**src/rtl/i2c_seq_pkg.sv**
```systemverilog
package i2c_seq_pkg;
  timeunit 1ns;
  timeprecision 100ps;

  // control word bit positions (decoded by the sequencer)
  localparam int CB_GO    = 0;
  localparam int CB_RD    = 1;
  localparam int CB_CHAIN = 2;
  localparam int CB_RPT   = 3;
  localparam int CB_LEN   = 4;
  localparam int CB_HALT  = 7;

  typedef enum logic [1:0] {
    OP_START = 2'd0,
    OP_DATA  = 2'd1,
    OP_STOP  = 2'd2
  } eng_op_t;

  typedef enum logic [2:0] {
    S_IDLE, S_LAUNCH, S_START, S_DATA, S_STOP, S_HSTOP, S_FIN
  } seq_st_t;
endpackage

```
**src/rtl/i2c_seq_fsm.sv**
```systemverilog
module i2c_seq_fsm
  import i2c_seq_pkg::*;
#(
  parameter int CW   = 3,
  parameter int LENW = 2
) (
  input  logic            clk,
  input  logic            rst_n,
  input  logic            launch,
  input  logic            halt,
  input  logic            rd_in,
  input  logic            stop_each_in,
  input  logic [LENW-1:0] last_in,
  input  logic            bus_busy,
  input  logic            eng_ack,
  input  logic            eng_nack,
  output logic            eng_req,
  output eng_op_t         eng_op,
  output logic            rd_q,
  output logic [CW-1:0]   idx_q,
  output logic            busy,
  output logic            fin,
  output logic            halt_done,
  output logic            start_ok,
  output logic            fail,
  output logic            byte_ok
);
  timeunit 1ns;
  timeprecision 100ps;

  seq_st_t         st_q, st_d;
  logic [CW-1:0]   idx_d;
  logic [LENW-1:0] last_q;
  logic            se_q;
  logic            idx_en, cfg_en;

  always_comb begin
    st_d    = st_q;
    idx_d   = idx_q;
    idx_en  = 1'b0;
    cfg_en  = 1'b0;
    eng_req = 1'b0;
    eng_op  = OP_START;
    case (st_q)
      S_IDLE: begin
        if (launch) begin
          st_d   = S_LAUNCH;
          idx_d  = '0;
          idx_en = 1'b1;
          cfg_en = 1'b1;
        end else if (halt) begin
          st_d = S_HSTOP;
        end
      end
      S_LAUNCH: begin
        if (idx_q > CW'(last_q)) st_d = S_FIN;
        else if (!bus_busy)      st_d = S_START;
        else                     st_d = S_DATA;
      end
      S_START: begin
        eng_req = 1'b1;
        eng_op  = OP_START;
        if (eng_ack) st_d = eng_nack ? S_FIN : S_DATA;
      end
      S_DATA: begin
        eng_req = 1'b1;
        eng_op  = OP_DATA;
        if (eng_ack) begin
          if (eng_nack) begin
            st_d = S_FIN;
          end else begin
            idx_d  = idx_q + 1'b1;
            idx_en = 1'b1;
            st_d   = se_q ? S_STOP : S_LAUNCH;
          end
        end
      end
      S_STOP: begin
        eng_req = 1'b1;
        eng_op  = OP_STOP;
        if (eng_ack) st_d = S_LAUNCH;
      end
      S_HSTOP: begin
        eng_req = 1'b1;
        eng_op  = OP_STOP;
        if (eng_ack) st_d = S_IDLE;
      end
      S_FIN:   st_d = S_IDLE;
      default: st_d = S_IDLE;
    endcase
  end

  always_ff @(posedge clk or negedge rst_n) begin
    if (!rst_n) begin
      st_q <= S_IDLE;
    end else begin
      st_q <= st_d;
    end
  end

  always_ff @(posedge clk or negedge rst_n) begin
    if (!rst_n) begin
      idx_q <= '0;
    end else if (idx_en) begin
      idx_q <= idx_d;
    end
  end

  always_ff @(posedge clk or negedge rst_n) begin
    if (!rst_n) begin
      rd_q   <= 1'b0;
      se_q   <= 1'b0;
      last_q <= '0;
    end else if (cfg_en) begin
      rd_q   <= rd_in;
      se_q   <= stop_each_in;
      last_q <= last_in;
    end
  end

  assign busy      = (st_q != S_IDLE);
  assign fin       = (st_q == S_FIN);
  assign halt_done = (st_q == S_HSTOP) && eng_ack;
  assign start_ok  = (st_q == S_START) && eng_ack && !eng_nack;
  assign fail      = ((st_q == S_START) || (st_q == S_DATA)) && eng_ack && eng_nack;
  assign byte_ok   = (st_q == S_DATA) && eng_ack && !eng_nack;

  // request and operation held until acknowledged
  p_req_hold_r12: assert property (@(posedge clk) disable iff (!rst_n)
    eng_req && !eng_ack |=> eng_req && $stable(eng_op));

  // a START is only requested while the bus is free
  p_start_free_r4: assert property (@(posedge clk) disable iff (!rst_n)
    eng_req && eng_op == OP_START |-> !bus_busy || eng_ack);

  // stop follows a good byte when stop-per-byte was latched
  p_stop_after_r5: assert property (@(posedge clk) disable iff (!rst_n)
    byte_ok && se_q |=> eng_req && eng_op == OP_STOP);

  // no stop follows a good byte on a held chain
  p_hold_chain_r5: assert property (@(posedge clk) disable iff (!rst_n)
    byte_ok && !se_q |=> !(eng_req && eng_op == OP_STOP));

  // completed count never exceeds programmed length
  p_fin_count_r9: assert property (@(posedge clk) disable iff (!rst_n)
    fin |-> idx_q <= CW'(last_q) + 1'b1);
endmodule

```
**src/rtl/i2c_seq_rxbuf.sv**
```systemverilog
module i2c_seq_rxbuf #(
  parameter int NBYTES = 4,
  parameter int BW     = 8,
  parameter int CW     = 3
) (
  input  logic                 clk,
  input  logic                 rst_n,
  input  logic                 wr_en,
  input  logic [CW-1:0]        wr_idx,
  input  logic [BW-1:0]        wr_data,
  output logic [NBYTES*BW-1:0] rx_flat
);
  timeunit 1ns;
  timeprecision 100ps;

  for (genvar g = 0; g < NBYTES; g++) begin : g_slot
    logic slot_en;
    assign slot_en = wr_en && (wr_idx == CW'(g));
    always_ff @(posedge clk or negedge rst_n) begin
      if (!rst_n) begin
        rx_flat[g*BW +: BW] <= '0;
      end else if (slot_en) begin
        rx_flat[g*BW +: BW] <= wr_data;
      end
    end
  end
endmodule

```
**src/rtl/i2c_seq_status.sv**
```systemverilog
module i2c_seq_status #(
  parameter int CW = 3
) (
  input  logic          clk,
  input  logic          rst_n,
  input  logic          fin,
  input  logic [CW-1:0] done_cnt,
  input  logic          fail,
  input  logic          start_ok,
  input  logic          halt_done,
  input  logic          irq_en,
  input  logic          irq_mask_done,
  input  logic          irq_mask_halt,
  output logic          err,
  output logic          aborted,
  output logic [CW-1:0] xfer_cnt,
  output logic [CW-1:0] buf_idx,
  output logic          irq
);
  timeunit 1ns;
  timeprecision 100ps;

  logic err_d, abort_d, irq_set;

  always_comb begin
    err_d   = err;
    abort_d = aborted;
    if (start_ok) err_d = 1'b0;
    if (fail) begin
      err_d   = 1'b1;
      abort_d = 1'b1;
    end
    irq_set = irq_en && ((fin && done_cnt != '0 && irq_mask_done) ||
                         (halt_done && irq_mask_halt));
  end

  always_ff @(posedge clk or negedge rst_n) begin
    if (!rst_n) begin
      err     <= 1'b0;
      aborted <= 1'b0;
    end else begin
      err     <= err_d;
      aborted <= abort_d;
    end
  end

  always_ff @(posedge clk or negedge rst_n) begin
    if (!rst_n) begin
      xfer_cnt <= '0;
      buf_idx  <= '1;
    end else if (fin) begin
      xfer_cnt <= done_cnt;
      buf_idx  <= done_cnt - 1'b1;
    end
  end

  always_ff @(posedge clk or negedge rst_n) begin
    if (!rst_n) begin
      irq <= 1'b0;
    end else if (irq_set) begin
      irq <= 1'b1;
    end
  end

  // completion with bytes and enables raises the request
  p_irq_done_r11: assert property (@(posedge clk) disable iff (!rst_n)
    fin && done_cnt != '0 && irq_en && irq_mask_done |=> irq);

  // an engine refusal leaves both failure flags set
  p_fail_flags_r6: assert property (@(posedge clk) disable iff (!rst_n)
    fail |=> err && aborted);

  // good start clears the error flag
  p_err_clear_r8: assert property (@(posedge clk) disable iff (!rst_n)
    start_ok |=> !err);
endmodule

```
**src/rtl/i2c_xfer_seq.sv**
```systemverilog
module i2c_xfer_seq
  import i2c_seq_pkg::*;
#(
  parameter int NBYTES = 4,
  parameter int BW     = 8,
  parameter int AW     = 7,
  localparam int CW    = $clog2(NBYTES + 1),
  localparam int LENW  = $clog2(NBYTES)
) (
  input  logic                 clk,
  input  logic                 rst_n,
  input  logic                 ctrl_wr,
  input  logic [7:0]           ctrl_wdata,
  input  logic [AW:1]          addr_lo,
  input  logic [NBYTES*BW-1:0] tx_data,
  input  logic                 irq_en,
  input  logic                 irq_mask_done,
  input  logic                 irq_mask_halt,
  input  logic                 bus_busy,
  input  logic                 eng_ack,
  input  logic                 eng_nack,
  input  logic [BW-1:0]        eng_rdata,
  output logic                 eng_req,
  output logic [1:0]           eng_op,
  output logic [AW-1:0]        eng_addr,
  output logic                 eng_rd,
  output logic [BW-1:0]        eng_wdata,
  output logic [7:0]           ctrl_q,
  output logic                 seq_busy,
  output logic [CW-1:0]        xfer_cnt,
  output logic [CW-1:0]        buf_idx,
  output logic [NBYTES*BW-1:0] rx_data,
  output logic                 err,
  output logic                 xfer_abort,
  output logic                 irq
);
  timeunit 1ns;
  timeprecision 100ps;

  logic          wr_ok, launch, halt, ctrl_en;
  logic [7:0]    ctrl_d;
  eng_op_t       op_w;
  logic [CW-1:0] idx_w;
  logic          fin_w, hdone_w, sok_w, fail_w, bok_w;

  assign wr_ok   = ctrl_wr && !seq_busy;
  assign halt    = wr_ok && ctrl_wdata[CB_HALT] && bus_busy;
  assign launch  = wr_ok && ctrl_wdata[CB_GO] && !halt;
  assign ctrl_en = wr_ok;
  assign ctrl_d  = {ctrl_wdata[7:1], 1'b0};

  always_ff @(posedge clk or negedge rst_n) begin
    if (!rst_n) begin
      ctrl_q <= '0;
    end else if (ctrl_en) begin
      ctrl_q <= ctrl_d;
    end
  end

  i2c_seq_fsm #(.CW(CW), .LENW(LENW)) u_fsm (
    .clk          (clk),
    .rst_n        (rst_n),
    .launch       (launch),
    .halt         (halt),
    .rd_in        (ctrl_wdata[CB_RD]),
    .stop_each_in (ctrl_wdata[CB_RPT] || !ctrl_wdata[CB_CHAIN]),
    .last_in      (ctrl_wdata[CB_LEN +: LENW]),
    .bus_busy     (bus_busy),
    .eng_ack      (eng_ack),
    .eng_nack     (eng_nack),
    .eng_req      (eng_req),
    .eng_op       (op_w),
    .rd_q         (eng_rd),
    .idx_q        (idx_w),
    .busy         (seq_busy),
    .fin          (fin_w),
    .halt_done    (hdone_w),
    .start_ok     (sok_w),
    .fail         (fail_w),
    .byte_ok      (bok_w)
  );

  assign eng_op    = op_w;
  assign eng_addr  = addr_lo;
  assign eng_wdata = tx_data[idx_w[LENW-1:0]*BW +: BW];

  i2c_seq_rxbuf #(.NBYTES(NBYTES), .BW(BW), .CW(CW)) u_rxbuf (
    .clk     (clk),
    .rst_n   (rst_n),
    .wr_en   (bok_w && eng_rd),
    .wr_idx  (idx_w),
    .wr_data (eng_rdata),
    .rx_flat (rx_data)
  );

  i2c_seq_status #(.CW(CW)) u_status (
    .clk           (clk),
    .rst_n         (rst_n),
    .fin           (fin_w),
    .done_cnt      (idx_w),
    .fail          (fail_w),
    .start_ok      (sok_w),
    .halt_done     (hdone_w),
    .irq_en        (irq_en),
    .irq_mask_done (irq_mask_done),
    .irq_mask_halt (irq_mask_halt),
    .err           (err),
    .aborted       (xfer_abort),
    .xfer_cnt      (xfer_cnt),
    .buf_idx       (buf_idx),
    .irq           (irq)
  );

  // a control write during a sequence leaves the stored value alone
  p_ctrl_ignored_r13: assert property (@(posedge clk) disable iff (!rst_n)
    ctrl_wr && seq_busy |=> $stable(ctrl_q));

  // a halt on a held bus never opens a transfer
  p_halt_stop_r10: assert property (@(posedge clk) disable iff (!rst_n)
    ctrl_wr && !seq_busy && ctrl_wdata[CB_HALT] && bus_busy |=>
      seq_busy && !(eng_req && eng_op != 2'(OP_STOP)));
endmodule

```
**config.mk**
```make
export PLATFORM = sky130hd
export DESIGN_NAME = i2c_xfer_seq
export DESIGN_NICKNAME = d
export VERILOG_FILES = /design/src/rtl/i2c_seq_pkg.sv /design/src/rtl/i2c_seq_fsm.sv /design/src/rtl/i2c_seq_rxbuf.sv /design/src/rtl/i2c_seq_status.sv /design/src/rtl/i2c_xfer_seq.sv
export SDC_FILE = /design/constraint.sdc
export NUM_CORES = 1
export LEC_CHECK = 0
export BUFFER_PORTS_ARGS = -buffer_cell sky130_fd_sc_hd__buf_2
export CORE_MARGIN = 2
export CORE_UTILIZATION = 42
export DETAILED_ROUTE_END_ITERATION = 8
export GPL_ROUTABILITY_DRIVEN = 1
export HOLD_SLACK_MARGIN = 0.03
export PLACE_DENSITY = 0.76
export SYNTH_ARGS = -nofsm -noshare
export SYNTH_HDL_FRONTEND = slang
export SYNTH_SLANG_ARGS = --single-unit
```
**constraint.sdc**
```tcl
create_clock -name clk -period 1.8 [get_ports clk]
set_input_delay 0.27 -clock clk [delete_from_list [all_inputs] [get_ports clk]]
set_output_delay 0.27 -clock clk [all_outputs]
set_load 0.005 [all_outputs]
```
==> impl_metrics.yaml <==
run_status:
  status: "finished with violations"
  violations: "negative setup slack"
synth:
  synth_edf_count: 0
  synth_ff_type: "dfrtp_1"
  synth_fp_nets: 287
  synth_cell_types: 39
  yosys_warnings: 0
  synth_cells: 213
  async_flop_share_pct: 100
  syn_area_um2: 2830
  ys_seq_area_share_pct: 51.5
  synth.avg_cell_area_um2: 13.3
  ys_seq_elements: 58
power:
  pwr-share-comb_pct: 45.6
  leakage_nw: 2.04
  p_int_w: 0.00395
  irDropWorstVdd_v: 0.000829
  pwr-share-clk_pct: 18.7
  power.total_w: 0.00604
  power.share.sequential_pct: 35.7
  power_switching_w: 0.00209
  swShare_pct: 34.5
  p_per_area_nw_per_um2: 1530
sta:
  timing.final.crit_share_pct: 102
  max_freq_ghz: 0.546
  fin_crit_ps: 1830
  rsz0062_at_grt: "true"
  slew_viol_final: 0
  clock_skew_ps: 8.85
  setup_violations: 8
  tns_ps: -200
  setup_ws_ps: -33.1
  final_hold_viol_count: 0
clock_network:
  clockRootBuffer: "clkbuf_8"
  cts_tree: "done"
  cts_htree_levels: 3
  clk_pin_slew_ps: 70
  cts_buffers: 9
  cts_max_path_buffers: 2
  clock-sinks: 58
  worstSkewPairLatency_ps: 340
place:
  placed_area_um2: 3530
  io_buffers: 117
  place.gp.congestion: 0.927
  dp_hpwl_um: 4800
floorplanning:
  initial_core_util_pct: 44.0
  io_pins: 133
  die-width_um: 86.1
  dieArea_um2: 7400
  placeableCoreArea_um2: 6420
  fp-row-count: 29
  die_h_um: 86.1
layout:
  layout.nets: 422
  fillers: 515
  final-seq-area_um2: 1460
  final_common_cell: "buf_2"
  multi_input_area_um2: 1350
  fin_util_pct: 61.5
  n_antenna_cell: 0
  stdcell_area_um2: 3950
  area_growth_pct: 39.8
  drive_gt1_share_pct: 64.9
  final_cell_mix: "117 x buf_2, 54 x dfrtp_1, 34 x mux2_2, 17 x buf_4, 14 x o21ai_0"
critical_path:
  crit_fanout: 5
  worstPathArrival_ps: 1560
  crit_path_cell_trace: "clkbuf_16, mux4_2, buf_2"
  r2r_cells: 7
  reg2reg_slack_ps: 30
  worstSetupEndpoint: "eng_wdata[5]"
  slowest_stage: "mux4_2"
  worst_setup_path_start_kind: "register"
  slowest_delay_ps: 470
  crit_cells: 3
  cp-startpoint: "u_fsm.idx_q[0]"
  critPathTopFamily: "multiplexers"
  cp-end-kind: "primary output"
  required_ps: 1530
  cp_num_buf_inv: 2
  rr_endpoint: "u_rxbuf.rx_flat[30]"
  crit_type: "reg2out"
  worstReg2RegStart: "u_fsm.idx_q[0]"
global_routing:
  grt_pass1_vias: 2103
  grt-ovfl-total: 0
  grt_use_total_pct: 18.3
  grt_pass1_wl_um: 10300
  antenna_found_initial: 0
  grt_max_degree: 59
detailed_routing:
  vias_per_cell: 5.11
  wl_per_cell_um: 16.2
  routed_wl_um: 6960
  ant_nets: 0
  drc: 0
  vias: 2199
  initialDrtViolationCount: 150
  drtPass1Iterations: 4
min_path:
  whs_path_depth: 2
  min_path_type: "in2reg"
run:
  drv_cap: 0
## worst register-to-register path: stages, from the launching register on
cell and delay [ps]:
dfrtp_2 460, buf_6 150, buf_4 130, ha_4 150, ha_4 150, nand4_1 150, buf_12 170, mux2_4 300
## power groups by stage
stage	Clock [W]	Sequential, W	Combinational (W)
floorplan	0	0.00214	0.00134
global placement	0	0.00212	0.00225
detailed placement	0	0.00215	0.00230
CTS	0.00116	0.00214	0.00246
global route	0.00122	0.00222	0.00301
finish	0.00113	0.00215	0.00276
## how the worst min path moves through the flow
| stage | from | end | slack, ps |
|---|---|---|---|
| 3_5_place_dp | rst_n | ctrl_q[2] | 300 |
| 5_1_grt | ctrl_wdata[6] | ctrl_q[6] | 150 |
| 4_1_cts | ctrl_wdata[6] | ctrl_q[6] | 150 |
| 6_report | ctrl_wdata[6] | ctrl_q[6] | 160 |
| 3_3_place_gp | rst_n | ctrl_q[2] | 300 |
| 2_1_floorplan | rst_n | ctrl_q[1] | -30 |
## sequential cells by signal, indices dropped and copies added, names as in the netlist
signal             cells
u_rxbuf.rx_flat       32
ctrl_q                 7
u_fsm.idx_q            3
u_fsm.st_q             3
u_status.buf_idx       3
u_status.xfer_cnt      3
u_fsm.last_q           2
u_fsm.rd_q             1
u_fsm.se_q             1
u_status.aborted       1
u_status.err           1
u_status.irq           1
## routing by layer
metal	track usage, %	up-vias	share of wire (%)
li1	-	1026	-
met1	22.2	1049	40
met2	30.0	112	50
met3	4.43	12	8.2
met4	9.67	0	2.0
met5	0	-	0
## cell type report
cell class	count	area share, %
clock buffer	12	4.18
clock inverter	4	0.633
inverter	9	0.950
multi-input combinational	129	34.1
sequential	58	36.8
tap	77	2.44
timing repair buffer	141	20.9
## through the flow
stage	setup slack (ps)	hold WS (ps)	std cells
finish	-33.1	163	430
global route	-97.5	154	430
CTS	-58.4	151	426
detailed placement	68.9	298	404
global placement	90.5	295	404
floorplan	21.4	-25.6	213
## cells by family after synthesis
family,count (synthesis),share of synthesized area (%)
AO/OA/AOI/OAI,30,6.59
multiplexers,50,23.1
XOR/XNOR,1,0.310
other,1,0.133
AND/OR/NAND/NOR,36,8.58
adder cells (fa/ha/maj),11,4.78
buffers and inverters,26,5.04
flip-flops,58,51.5
## what timing repair did
action,in CTS,in global routing
resized for setup,6,25
endpoints found under the setup margin,8,33
hold endpoints to repair,55,0
pin swaps,0,5
hold buffers,1,0
gates cloned,1,0
buffers inserted,4,4
## cell usage after synthesis, drive strengths merged (3+ instances only)
library cell | instances | area [um2]
buf | 13 | 93.8
nor2 | 4 | 17.5
ha | 10 | 125
nand2b | 3 | 18.8
nand2 | 12 | 45.0
nand3 | 7 | 52.6
a21oi | 4 | 20.0
dfstp | 3 | 78.8
mux4 | 8 | 180
dfrtp | 55 | 1380
mux2 | 42 | 473
inv | 9 | 33.8
clkbuf | 4 | 15.0
o21ai | 14 | 70.1
(Power assumes the default switching activity.)
